**src/rtl/semBankPkg.sv**
```systemverilog
package semBankPkg;

  typedef enum logic [1:0] {
    KIND_BIN   = 2'd0,
    KIND_CNT   = 2'd1,
    KIND_SPLIT = 2'd2
  } semKind_e;

  typedef struct packed {
    logic doP;
    logic doV;
  } semStrobe_t;

endpackage

```
**src/rtl/semBankCtrl.sv**
```systemverilog
module semBankCtrl
  import semBankPkg::*;
#(
  parameter int NUM_REQ = 4,
  parameter int NUM_SEM = 8,
  parameter int IDX_W   = 3,
  localparam int RW     = (NUM_REQ > 1) ? $clog2(NUM_REQ) : 1
) (
  input  logic                     clk,
  input  logic                     rstN,
  input  logic [NUM_REQ-1:0]       reqValid,
  input  logic [NUM_REQ-1:0]       reqOp,
  input  logic [NUM_REQ*IDX_W-1:0] reqIdx,
  input  logic [NUM_SEM-1:0]       semPos,
  output logic [NUM_REQ-1:0]       grant,
  output semStrobe_t               strobe,
  output logic [IDX_W-1:0]         opIdx
);

  logic [NUM_REQ-1:0] elig;
  logic [RW-1:0]      rrPtr;
  logic [RW-1:0]      pick;
  logic               found;

  // A requester is eligible for a release, or for a take when its entry is positive
  for (genvar i = 0; i < NUM_REQ; i++) begin : g_elig
    assign elig[i] = reqValid[i] && (reqOp[i] || semPos[reqIdx[i*IDX_W +: IDX_W]]);
  end

  always_comb begin
    grant  = '0;
    strobe = '0;
    opIdx  = '0;
    pick   = '0;
    found  = 1'b0;
    for (int k = 0; k < NUM_REQ; k++) begin
      int j;
      j = int'(rrPtr) + k;
      if (j >= NUM_REQ) j = j - NUM_REQ;
      if (!found && elig[j]) begin
        found      = 1'b1;
        pick       = RW'(j);
        grant[j]   = 1'b1;
        opIdx      = reqIdx[j*IDX_W +: IDX_W];
        strobe.doP = !reqOp[j];
        strobe.doV = reqOp[j];
      end
    end
  end

  always_ff @(posedge clk) begin
    if (!rstN) begin
      rrPtr <= '0;
    end else if (found) begin
      rrPtr <= (int'(pick) == NUM_REQ - 1) ? '0 : pick + RW'(1);
    end
  end

  AST_ONE_GRANT: assert property (@(posedge clk) disable iff (!rstN)
    $onehot0(grant));

  AST_STROBE_EXCL: assert property (@(posedge clk) disable iff (!rstN)
    !(strobe.doP && strobe.doV));

endmodule

```
**src/rtl/semBankData.sv**
```systemverilog
module semBankData
  import semBankPkg::*;
#(
  parameter int NUM_SEM = 8,
  parameter int CNT_W   = 4,
  parameter int IDX_W   = 3,
  parameter logic [2*NUM_SEM-1:0]     SEM_KINDS = 16'h2A50,
  parameter logic [NUM_SEM*CNT_W-1:0] INIT_VALS = 32'h1001_1111
) (
  input  logic                     clk,
  input  logic                     rstN,
  input  semStrobe_t               strobe,
  input  logic [IDX_W-1:0]         opIdx,
  output logic [NUM_SEM-1:0]       semPos,
  output logic [NUM_SEM*CNT_W-1:0] semCount,
  output logic                     errFlag
);

  logic [CNT_W-1:0]   cnt [NUM_SEM];
  logic [NUM_SEM-1:0] splitNz;
  logic               splitAny;
  logic [CNT_W-1:0]   cur;
  semKind_e           kindSel;
  logic               vReject;

  for (genvar i = 0; i < NUM_SEM; i++) begin : g_view
    localparam semKind_e K = semKind_e'(SEM_KINDS[2*i +: 2]);
    assign semPos[i]                   = (cnt[i] != '0);
    assign semCount[i*CNT_W +: CNT_W]  = cnt[i];
    assign splitNz[i]                  = (K == KIND_SPLIT) && (cnt[i] != '0);

    if (K != KIND_CNT) begin : g_one
      AST_BIN_RANGE: assert property (@(posedge clk) disable iff (!rstN)
        cnt[i] <= CNT_W'(1));
    end

    AST_P_DEC: assert property (@(posedge clk) disable iff (!rstN)
      (strobe.doP && opIdx == IDX_W'(i)) |=> cnt[i] == $past(cnt[i]) - CNT_W'(1));
  end

  assign splitAny = |splitNz;
  assign cur      = cnt[opIdx];
  assign kindSel  = semKind_e'(SEM_KINDS[2*opIdx +: 2]);

  always_comb begin
    unique case (kindSel)
      KIND_BIN:   vReject = (cur != '0);
      KIND_SPLIT: vReject = splitAny;
      KIND_CNT:   vReject = (cur == '1);
      default:    vReject = 1'b1;
    endcase
  end

  always_ff @(posedge clk) begin
    if (!rstN) begin
      for (int i = 0; i < NUM_SEM; i++) cnt[i] <= INIT_VALS[i*CNT_W +: CNT_W];
      errFlag <= 1'b0;
    end else if (strobe.doP) begin
      cnt[opIdx] <= cur - CNT_W'(1);
    end else if (strobe.doV) begin
      if (vReject) errFlag    <= 1'b1;
      else         cnt[opIdx] <= cur + CNT_W'(1);
    end
  end

  AST_NO_UNDERFLOW: assert property (@(posedge clk) disable iff (!rstN)
    strobe.doP |-> cur != '0);

  AST_SPLIT_SUM: assert property (@(posedge clk) disable iff (!rstN)
    $onehot0(splitNz));

  AST_ERR_STICKY: assert property (@(posedge clk) disable iff (!rstN)
    errFlag |=> errFlag);

endmodule

```
**src/rtl/semBank.sv**
```systemverilog
module semBank
  import semBankPkg::*;
#(
  parameter int NUM_REQ = 4,
  parameter int NUM_SEM = 8,
  parameter int CNT_W   = 4,
  parameter logic [2*NUM_SEM-1:0]     SEM_KINDS = 16'h2A50,
  parameter logic [NUM_SEM*CNT_W-1:0] INIT_VALS = 32'h1001_1111,
  localparam int IDX_W = (NUM_SEM > 1) ? $clog2(NUM_SEM) : 1
) (
  input  logic                     clk,
  input  logic                     rstN,
  input  logic [NUM_REQ-1:0]       reqValid,
  input  logic [NUM_REQ-1:0]       reqOp,
  input  logic [NUM_REQ*IDX_W-1:0] reqIdx,
  output logic [NUM_REQ-1:0]       grant,
  output logic [NUM_SEM*CNT_W-1:0] semCount,
  output logic                     errFlag
);

  semStrobe_t         strobe;
  logic [IDX_W-1:0]   opIdx;
  logic [NUM_SEM-1:0] semPos;

  semBankCtrl #(
    .NUM_REQ(NUM_REQ), .NUM_SEM(NUM_SEM), .IDX_W(IDX_W)
  ) u_ctrl (
    .clk(clk), .rstN(rstN), .reqValid(reqValid), .reqOp(reqOp),
    .reqIdx(reqIdx), .semPos(semPos), .grant(grant),
    .strobe(strobe), .opIdx(opIdx)
  );

  semBankData #(
    .NUM_SEM(NUM_SEM), .CNT_W(CNT_W), .IDX_W(IDX_W),
    .SEM_KINDS(SEM_KINDS), .INIT_VALS(INIT_VALS)
  ) u_data (
    .clk(clk), .rstN(rstN), .strobe(strobe), .opIdx(opIdx),
    .semPos(semPos), .semCount(semCount), .errFlag(errFlag)
  );

endmodule

```
**config.mk**
```make
export PLATFORM = sky130hd
export DESIGN_NAME = semBank
export DESIGN_NICKNAME = d
export VERILOG_FILES = /design/src/rtl/semBankPkg.sv /design/src/rtl/semBankCtrl.sv /design/src/rtl/semBankData.sv /design/src/rtl/semBank.sv
export SDC_FILE = /design/constraint.sdc
export NUM_CORES = 1
export LEC_CHECK = 0
export ABC_CLOCK_PERIOD_IN_PS = 17400
export CAP_MARGIN = 15
export CORE_ASPECT_RATIO = 1.2
export CORE_MARGIN = 1
export CORE_UTILIZATION = 60
export DETAILED_ROUTE_END_ITERATION = 7
export MAX_ROUTING_LAYER = met4
export PLACE_DENSITY = 0.95
export SLEW_MARGIN = 20
export SYNTH_ARGS = -nofsm -noshare
export SYNTH_HDL_FRONTEND = slang
export SYNTH_SLANG_ARGS = --single-unit
```
**constraint.sdc**
```tcl
create_clock -name clk -period 17.4 [get_ports clk]
set_input_delay 3.48 -clock clk [delete_from_list [all_inputs] [get_ports clk]]
set_output_delay 3.48 -clock clk [all_outputs]
set_load 0.02 [all_outputs]
```
==> impl_metrics.csv <==
group,metric,value,unit
status,run_status,"finished, final reports clean",
timing,fmax,93.4,MHz
floorplanning,die_x,81.4,um
clocking,cts_repair_resize_count,0,
timing,final_period_minus_worst_setup_slack,10.70,ns
floorplanning,die_area,0.00792,mm2
detailed_routing,post_drt_via_cell_ratio,7.76,
worst_setup_path,worst_path_largest_cell_delay,0.77,ns
placement,place.gp.congestion,0.967,
synth,async_s_r_ff_share_synth,0,%
synth,synth_area_leader_cell,"edfxtp_1",
detailed_routing,detailroute.via_count,5067,
detailed_routing,detailedRoute.firstIterationViolations,679,
synth,synth-seq-cells,35,
timing,slew_at_the_pin_closest_to_its_max_slew_limit,1.06,ns
synth,syn-mean-instance-area,8.45,um2
floorplanning,die-height,97.3,um
synth,flip_flop_cell_with_the_highest_count_after_synthesis,"edfxtp_1",
layout,layout-area-overhead-vs-synth,14.5,%
synth,synth.net_count,572,
clocking,cts_htree_levels,2,
worst_hold_path,hold_path_startpoint,"u_data.errFlag",
worst_setup_path,required_time_at_the_endpoint_of_the_critical_path,13.92,ns
detailed_routing,wl,16.3,mm
layout,insertedDiodeCount,0,
clocking,clock_tree_from_tritoncts,"yes",
worst_setup_path,worstPathCellList,"clkdlybuf4s50_1, nor2b_1, nor4bb_1, a311oi_2, nand3_1, o211a_1, nor3_1, a22oi_1, nor2_1, a21oi_1, o21ai_0, clkdlybuf4s50_1",
clocking,postCtsSetupBuffers,0,
worst_hold_path,min_delay_worst_endpoint,"u_data.errFlag",
worst_hold_path,hp-class,"flop to flop",
detailed_routing,detail-route-antenna-nets,0,
synth,synthMostInstantiatedCell,"nand2_1",
global_routing,wire_length_of_the_first_global_routing_pass,24.8,mm
global_routing,grt_antenna_before_repair,0,
flow_run,drv.max_cap_violation_count,0,
worst_setup_path,startpoint_type,"primary input",
clocking,ctsRootBufferMaster,"clkbuf_8",
floorplanning,floorplan.rows,34,
timing,setup_violations,0,
placement,detailed_place_hpwl,11.9,mm
floorplanning,floorplan.initialDensity,62.4,%
floorplanning,floorplan.io_pins,59,
worst_setup_path,critical_path_class,"primary input to output pin",
placement,pre_cts_ws,6.76,ns
synth,synth.cell_area,0.00454,mm2
timing,worst_slew_margin_rel,28.6,%
layout,finish.instance_area,0.00520,mm2
detailed_routing,post_drt_wl_per_cell,25.0,um
worst_setup_path,crit_fanout,13,
timing,report.final.slew_viol_count,0,
placement,dp.cells,645,
worst_setup_path,critical_path.reg2reg.endpoint,"u_data.cnt[2][3]",
synth,ys_top_cells_by_area,"edfxtp_1, mux4_2, mux2i_1",
synth,yosysSeqAreaShare,22.5,%
synth,most_numerous_cell_types_in_the_synthesized_netlist,"nand2_1, nor2_1, nor3_1",
worst_setup_path,ff2ff_setup_slack,9.42,ns
clocking,number_of_sinks_on_the_clock_net,35,
synth,syn-instance-count,537,
timing,fin_crit_sh,61.5,%
global_routing,groute.usage.overall,43.2,%
synth,yosys_warnings,0,
synth,synth_cell_types,84,
placement,portBuffers,58,
timing,setup_slack,6.70,ns
floorplanning,placeableCoreArea,0.00727,mm2
clocking,cts_inserted_buffers,5,
timing,grt_setup_unrepaired,"no",
layout,post_route_cells_drive_above_1_share,9.95,%
synth,synth_top_cell_area_share,21.2,%
global_routing,grt_pass1_vias,4715,
worst_setup_path,timing.critical_path.to_type,"output pin",
clocking,quantity_of_hold_fixing_buffers_added_after_cts,0,
worst_setup_path,worst_r2r_path_depth,25,
clocking,clock_transition_at_path_regs,0.08,ns
detailed_routing,drc,0,
worst_setup_path,cp_data_arrival_time,7.22,ns
worst_setup_path,worst_r2r_startpoint,"u_ctrl.rrPtr[0]",
clocking,clock_tree.buffer_depth,2,
layout,num-nets-final,597,
detailed_routing,drt_pre_antenna_iters,6,
clocking,insertion_delay,0.30,ns
placement,placedInstanceArea,0.00508,mm2
synth,edff_count_synth,32,
timing,final_hold_vio_count,0,
timing,setup_tns,0,ns
layout,fin_cells,653,
timing,clock-skew-final,0.0112,ns
worst_hold_path,worst_hold_path.num_cells,2,
worst_setup_path,timing.critical_path.slowest_stage_cell,"clkdlybuf4s50_1",
global_routing,grt_start_max_net_pins,51,
worst_setup_path,path_common_cell,"clkdlybuf4s50_1",
global_routing,globalRoute.totalOverflow,0,
## cell type report
class                   count  area [um2]
clock buffers               5        68.8
multi-input cells         446        3290
flip-flops and latches     35        1020
repair buffers             63         618
fillers                   565        2080
well taps                  90         113
clock inverters             3        42.5
inverters                  11        41.3
## how the worst max path moves through the flow
| stage | start | to | slack, ns |
|---|---|---|---|
| after CTS | reqIdx[9] | grant[1] | 6.75 |
| after global placement | reqIdx[9] | grant[1] | 6.83 |
| after global routing | reqIdx[9] | grant[2] | 6.46 |
| after detailed placement | reqIdx[9] | grant[1] | 6.76 |
| final | reqIdx[8] | grant[1] | 6.70 |
| after floorplan | reqIdx[3] | grant[1] | 7.95 |
## per-layer routing
layer	wire, um	global-route usage (%)	vias to the layer above
met5	0	-	-
met4	1110	27.7	0
met2	8150	70.4	402
met3	1540	6.57	108
li1	-	-	2181
met1	5540	48.0	2376
## kinds of logic after synthesis
kind of cell	count (synthesis)	synth area share, %
AO/OA/AOI/OAI	162	26.6
other	1	0.0826
XOR/XNOR	3	0.579
adder cells (fa/ha/maj)	13	3.75
multiplexers	46	15.2
flip-flops	35	22.5
buffers and inverters	56	5.13
AND/OR/NAND/NOR	221	26.1
## state kept, by name, summed over array words and instances, names as in the netlist
signal          flops
u_data.cnt         32
u_data.errFlag      1
u_ctrl.rrPtr        2
## cell usage in the layout (no fill, tap or decap), drive strengths merged, types with 19 or more instances in the layout
cell type      instances
nor2                  41
nand4                 19
edfxtp                32
clkdlybuf4s50         58
nor3                  33
mux2i                 23
a21oi                 25
nand2                 43
nand3                 22
o21ai                 30
## metrics by stage
step | hold WS (ns) | util (%)
2_1_floorplan | 0.537 | -
5_1_grt | 0.545 | 71.4
4_1_cts | 0.497 | 71.4
6_report | 0.504 | 71.4
3_3_place_gp | 0.443 | 69.8
3_5_place_dp | 0.468 | 69.8
## critical path: cells and delay by family
family	cells	cell delay [ns]
buffers and inverters	2	1.40
AOI/OAI and AO/OA	5	1.06
and+or+nand+nor	5	1.27
Power is not shown: default switching activity piles up to over one toggle a cycle in this logic, so the estimate is an artifact.
